--- src/rtl/padd_pkg.sv ---
package padd_pkg;

    typedef enum logic {
        MODE_SCALAR = 1'b0,
        MODE_PIPE   = 1'b1
    } issue_mode_e;

    localparam int DEF_DATA_W = 32;
    localparam int DEF_DEPTH  = 3;

endpackage

--- src/rtl/padd_entry.sv ---
module padd_entry #(
    parameter int DATA_W = 32
) (
    input  logic [DATA_W-1:0] a,
    input  logic [DATA_W-1:0] b,
    input  logic              force_exc,
    output logic [DATA_W-1:0] sum,
    output logic              exc
);
    localparam int MSB = DATA_W - 1;

    logic ovf;

    always_comb begin
        sum = a + b;
        // signed overflow: like-signed operands give a result of the other sign
        ovf = (a[MSB] == b[MSB]) && (sum[MSB] != a[MSB]);
        exc = ovf | force_exc;
    end
endmodule

--- src/rtl/padd_chain.sv ---
module padd_chain #(
    parameter int PW    = 33,
    parameter int DEPTH = 3
) (
    input  logic          clk,
    input  logic          rst,
    input  logic          adv,
    input  logic [PW-1:0] din,
    output logic [PW-1:0] dout
);
    logic [PW-1:0] stg [DEPTH];

    for (genvar i = 0; i < DEPTH; i++) begin : g_stage
        if (i == 0) begin : g_head
            always_ff @(posedge clk) begin
                if (rst)      stg[i] <= '0;
                else if (adv) stg[i] <= din;
            end
        end else begin : g_body
            always_ff @(posedge clk) begin
                if (rst)      stg[i] <= '0;
                else if (adv) stg[i] <= stg[i-1];
            end
        end
    end

    assign dout = stg[DEPTH-1];
endmodule

--- src/rtl/padd_pipe_top.sv ---
module padd_pipe_top
    import padd_pkg::*;
#(
    parameter int DATA_W = DEF_DATA_W,
    parameter int DEPTH  = DEF_DEPTH
) (
    input  logic              clk,
    input  logic              rst,
    input  logic              issue_vld,
    input  logic              pipe_mode,
    input  logic [DATA_W-1:0] op_a,
    input  logic [DATA_W-1:0] op_b,
    input  logic              exc_load,
    output logic              res_vld,
    output logic [DATA_W-1:0] res_data,
    output logic              res_exc,
    output logic              sc_vld,
    output logic [DATA_W-1:0] sc_data,
    output logic              sc_exc
);
    typedef struct packed {
        logic [DATA_W-1:0] val;
        logic              exc;
    } slot_t;

    typedef struct packed {
        logic  vld;
        slot_t body;
    } sc_slot_t;

    localparam int SLOT_W = $bits(slot_t);
    localparam int SC_W   = $bits(sc_slot_t);

    issue_mode_e mode;
    logic        pipe_adv;
    logic        sc_go;
    slot_t       entry;
    slot_t       pipe_tail;
    slot_t       res_q;
    sc_slot_t    sc_in;
    sc_slot_t    sc_tail;

    assign mode     = issue_mode_e'(pipe_mode);
    assign pipe_adv = issue_vld && (mode == MODE_PIPE);
    assign sc_go    = issue_vld && (mode == MODE_SCALAR);

    padd_entry #(.DATA_W(DATA_W)) u_entry (
        .a         (op_a),
        .b         (op_b),
        .force_exc (exc_load),
        .sum       (entry.val),
        .exc       (entry.exc)
    );

    // pipelined chain: moves only on a pipelined issue
    padd_chain #(.PW(SLOT_W), .DEPTH(DEPTH)) u_pipe (
        .clk  (clk),
        .rst  (rst),
        .adv  (pipe_adv),
        .din  (entry),
        .dout (pipe_tail)
    );

    // scalar chain: always advances, carries its own valid bit
    assign sc_in = '{vld: sc_go, body: entry};

    padd_chain #(.PW(SC_W), .DEPTH(DEPTH)) u_scalar (
        .clk  (clk),
        .rst  (rst),
        .adv  (1'b1),
        .din  (sc_in),
        .dout (sc_tail)
    );

    // the slot leaving the last stage is captured as the returned value
    always_ff @(posedge clk) begin
        if (rst) begin
            res_vld <= 1'b0;
            res_q   <= '0;
        end else begin
            res_vld <= pipe_adv;
            if (pipe_adv) res_q <= pipe_tail;
        end
    end

    assign res_data = res_q.val;
    assign res_exc  = res_q.exc;
    assign sc_vld   = sc_tail.vld;
    assign sc_data  = sc_tail.body.val;
    assign sc_exc   = sc_tail.body.exc;
endmodule

--- config.mk ---
export PLATFORM = sky130hd
export DESIGN_NAME = padd_pipe_top
export DESIGN_NICKNAME = d
export VERILOG_FILES = /design/src/rtl/padd_pkg.sv /design/src/rtl/padd_entry.sv /design/src/rtl/padd_chain.sv /design/src/rtl/padd_pipe_top.sv
export SDC_FILE = /design/constraint.sdc
export NUM_CORES = 1
export LEC_CHECK = 0
export ABC_AREA = 1
export BUFFER_PORTS_ARGS = -buffer_cell sky130_fd_sc_hd__buf_2
export CORE_AREA = 2 2 175 177
export DETAILED_ROUTE_END_ITERATION = 7
export DIE_AREA = 0 0 177 179
export PLACE_DENSITY = 0.54
export SYNTH_ARGS = -nofsm -noshare
export SYNTH_HDL_FRONTEND = slang
export SYNTH_SLANG_ARGS = --single-unit
--- constraint.sdc ---
create_clock -name clk -period 4.9 [get_ports clk]
set_clock_uncertainty 0.05 [all_clocks]
set_input_delay 1.47 -clock clk [delete_from_list [all_inputs] [get_ports clk]]
set_output_delay 1.47 -clock clk [all_outputs]
set_load 0.005 [all_outputs]
==> run summary <==
The run finished with clean final reports. The critical path goes through buf_2 -> ha_1 -> fa_1 -> nand3_1 -> nand2_1 -> nand3_1 -> nand2_1 -> nand2_1 -> nand2_2 -> nand2_1 -> nand3b_1 -> nand2_1 -> nor2_1. Dividing the detail-routed via count by the number of cells gives 4.17. The number of antenna diodes in the final layout is 0. The final number of max-transition violations was 0.

The area used by multi-input combinational logic is 0.00308 mm². For this run, the number of standard cells in the final layout without fillers is 1,696. The worst path uses 63.2% of the clock period.

The count of placed standard cells including taps is 1,652, and the number of different library cells in the post-synthesis netlist is 29. For the final routed database, the setup TNS stands at 0 ns. The tree is rooted in a sky130_fd_sc_hd__clkbuf_16. In this run the worst path has a maximum fanout of 4. The mean post-synth cell area is 8.54 µm², and the floorplan die height is 179 µm. Once the clock tree was built, the resizer swapped 0 gates to a different size. STA classifies the critical path endpoint as a flip-flop.

The wire length reported by the detailed router was 21.7 mm; the sequential share of power was 47.9%. The number of standard-cell rows in the floorplan was 64; the share of layout cells above drive strength 1 was 15.5%. In this run the power density over the cells is 395 mW/mm². The measured slew at the worst slew-check pin was 1.00 ns. Input and output buffers added on the ports amount to 136. Sequential elements use 58.5% of the synthesized area.

Via count of the first global-routing pass: 6,888. In this run, the number of DRC markers left after iteration 0 of detailed routing was 337. The tools report the part of the power in the clock network as 41.0%.

Cell internal power was estimated by the tool at 3.52 mW. The tools report the initial antenna violation count as 0. The final routed wire length divided by cell count is 12.8 µm, and the post-route standard cell area excluding fillers is 0.0117 mm².

TritonCTS built the clock tree. Number of I/O pins: 137. Setup repair after global routing left no endpoint under its margin. The logs give 0 for the count of warnings emitted by yosys and 33.1% for the normalized max-slew margin. The initial cell density of the core was 32.4%; the footprint of the flip-flops and latches was 0.00570 mm². In this run, CTS created clock tree buffers numbering 24. The run gives 235 as the clock sink count. The post-detailed-route DRC marker count was 0; the clock slew at the register clock pins of the worst setup and hold paths was 0.06 ns. Synthesis handed over a netlist of 1,141 instances.

Across the run, the number of max-cap violations was 0. The area growth from synthesis to final layout was 20.5%; the count of endpoints failing hold in the final timing report was 0. The cell at the slowest stage of the critical path is sky130_fd_sc_hd__fa_1. The cell area after synthesis is 0.00974 mm², and the final weighted congestion of routability-driven global placement is 0.875.

The tools report the type of origin of the critical path as an input port. The worst setup path is of the in2reg kind. For the power spent charging and discharging nets, the log shows 1.12 mW. The run gives 11.2% as the combinational share of power.

STA puts the critical path data required time at 5.10 ns. Timing would allow up to 323 MHz. The level count of the clock H-tree is 1. In the layout the commonest cells are sky130_fd_sc_hd__nor2_1 (233), sky130_fd_sc_hd__inv_1 (224), sky130_fd_sc_hd__nand2_1 (221), sky130_fd_sc_hd__dfxtp_1 (136), sky130_fd_sc_hd__buf_2 (135). The first global-routing pass estimated 35.0 mm of wire.

The synthesized design contains 235 register bits. The final route contains 7,075 vias. Time the final worst path needs with I/O delays and setup: 3.10 ns.

The die covers 0.0317 mm². Buffers inserted to repair hold after CTS numbered 0. Summed over all cells, the static leakage comes to 5.71 nW. The first detailed-routing pass ran for 5 iterations. Total of fill cells in the finished design: 3,126. The x dimension of the die came out at 177 µm. The largest buffer count on any clock path was 3. After clock tree synthesis, the setup repair step added 0 buffers. The worst hold slack across all endpoints is 0.350 ns. Once detailed placement completed, the half-perimeter wirelength came to 16.1 mm. The path class of the tightest hold or removal check is reg2reg.

In this run the remaining antenna-violating nets after routing total 0. By instance count, the cell type seen most on the critical path is sky130_fd_sc_hd__nand2_1. The overall routing resource usage was 13.8%; the area of the placeable core was 0.0300 mm².

Share of total power consumed by net switching: 24.1%. The library cell used most frequently in the layout, excluding fill and tap cells, is sky130_fd_sc_hd__nor2_1. In the final design database the tool counted 1,383 nets. The logs give 258 µV for the maximum vdd drop and 0 for the final setup violation count.

Once placement finished, the instance area stood at 0.0109 mm². For this run the aggregate overflow at the end of global routing stands at 0. The worst path arrival time is 3.30 ns, and the largest net degree at the start of global routing is 99.

Clock latency on the worst-skew pair, taken at its later pin, is 0.52 ns. Synthesis produced a netlist with a net count of 1,242. The critical path's largest stage delay is 0.43 ns.
per-layer routing:
metal	wire (µm)	track usage (%)
met1	10600	19.4
met2	9620	22.2
met3	1040	1.76
met4	427	3.99
met5	0	0
layout make-up:
cell class | count | share of cell area [%]
Sequential cell | 235 | 48.5
Multi-Input combinational cell | 650 | 26.3
Inverter | 225 | 7.19
Timing Repair Buffer | 146 | 6.67
Clock buffer | 27 | 5.21
Tap cell | 396 | 4.22
Clock inverter | 17 | 1.92
worst max-delay path, delay by kind of cell:
| kind | cells | cell delay (ns) |
|---|---|---|
| fa+ha+maj | 2 | 0.70 |
| simple gates | 10 | 1.03 |
| buf+inv | 1 | 0.10 |
per-stage QoR:
| stage | util, % | setup WS, ns | power, mW |
|---|---|---|---|
| global placement | 36.3 | 1.32 | 2.79 |
| finish | 39.1 | 1.80 | 4.64 |
| floorplan | - | 0.0738 | 2.60 |
| CTS | 39.1 | 1.82 | 4.70 |
| detailed placement | 36.3 | 1.30 | 2.79 |
| global route | 39.1 | 1.68 | 4.87 |
state kept, by name (all words and copies together) (netlist names):
signal,flops
u_scalar.stg,102
res_data,32
u_pipe.stg,99
res_exc,1
res_vld,1
synth_stat cells:
library cell | count | share of area, %
sky130_fd_sc_hd__nor2_1 | 233 | 9.0
sky130_fd_sc_hd__inv_1 | 224 | 8.6
sky130_fd_sc_hd__nand2_1 | 222 | 8.6
sky130_fd_sc_hd__dfxtp_1 | 136 | 28
sky130_fd_sc_hd__edfxtp_1 | 99 | 31
sky130_fd_sc_hd__nand3_1 | 55 | 2.8
sky130_fd_sc_hd__a21oi_1 | 40 | 2.1
sky130_fd_sc_hd__ha_1 | 31 | 4.0
sky130_fd_sc_hd__clkbuf_1 | 18 | 0.69
sky130_fd_sc_hd__o21ai_0 | 13 | 0.67
sky130_fd_sc_hd__xor2_1 | 13 | 1.2
sky130_fd_sc_hd__buf_2 | 7 | 0.36
sky130_fd_sc_hd__nand2_2 | 7 | 0.45
sky130_fd_sc_hd__o21bai_1 | 7 | 0.54
sky130_fd_sc_hd__buf_1 | 6 | 0.23
sky130_fd_sc_hd__nor3_1 | 6 | 0.31
sky130_fd_sc_hd__nand3b_1 | 5 | 0.39
sky130_fd_sc_hd__nand2_4 | 3 | 0.35
sky130_fd_sc_hd__nor2_2 | 3 | 0.19
sky130_fd_sc_hd__nand3_2 | 2 | 0.21
sky130_fd_sc_hd__nand4_1 | 2 | 0.13
sky130_fd_sc_hd__xnor2_1 | 2 | 0.18
sky130_fd_sc_hd__a21o_1 | 1 | 0.077
sky130_fd_sc_hd__a21oi_2 | 1 | 0.090
sky130_fd_sc_hd__and2_1 | 1 | 0.064
sky130_fd_sc_hd__fa_1 | 1 | 0.21
sky130_fd_sc_hd__inv_2 | 1 | 0.038
sky130_fd_sc_hd__nor3_2 | 1 | 0.10
sky130_fd_sc_hd__or2_1 | 1 | 0.064
cell families (layout without fill, tap and decap cells):
kind of cell / Yosys count / count (layout) / synth area share, %
buffers and inverters: 256 / 415 / 9.95
and+or+nand+nor: 541 / 541 / 22.6
AOI/OAI and AO/OA: 62 / 62 / 3.43
adders and majority gates: 32 / 32 / 4.19
xor gates and xnor gates: 15 / 15 / 1.35
DFF: 235 / 235 / 58.5
path summary, 6_finish.rpt:
kind	startpoint	to	slack (ns)	depth (start not counted)
min	u_scalar.stg[0][14]	u_scalar.stg[1][14]	0.35	2
max reg2reg	u_pipe.stg[1][0]	u_pipe.stg[2][0]	4.07	2
min reg2reg	u_scalar.stg[0][14]	u_scalar.stg[1][14]	0.35	2
max	op_a[0]	u_pipe.stg[0][23]	1.80	13
power groups by stage:
stage / logic (mW) / clock network (mW) / registers, mW
floorplan: 0.339 / 0 / 2.26
global placement: 0.523 / 0 / 2.26
detailed placement: 0.523 / 0 / 2.26
CTS: 0.526 / 1.96 / 2.22
global route: 0.597 / 2.04 / 2.23
finish: 0.517 / 1.90 / 2.22
(Power assumes the default switching activity.)
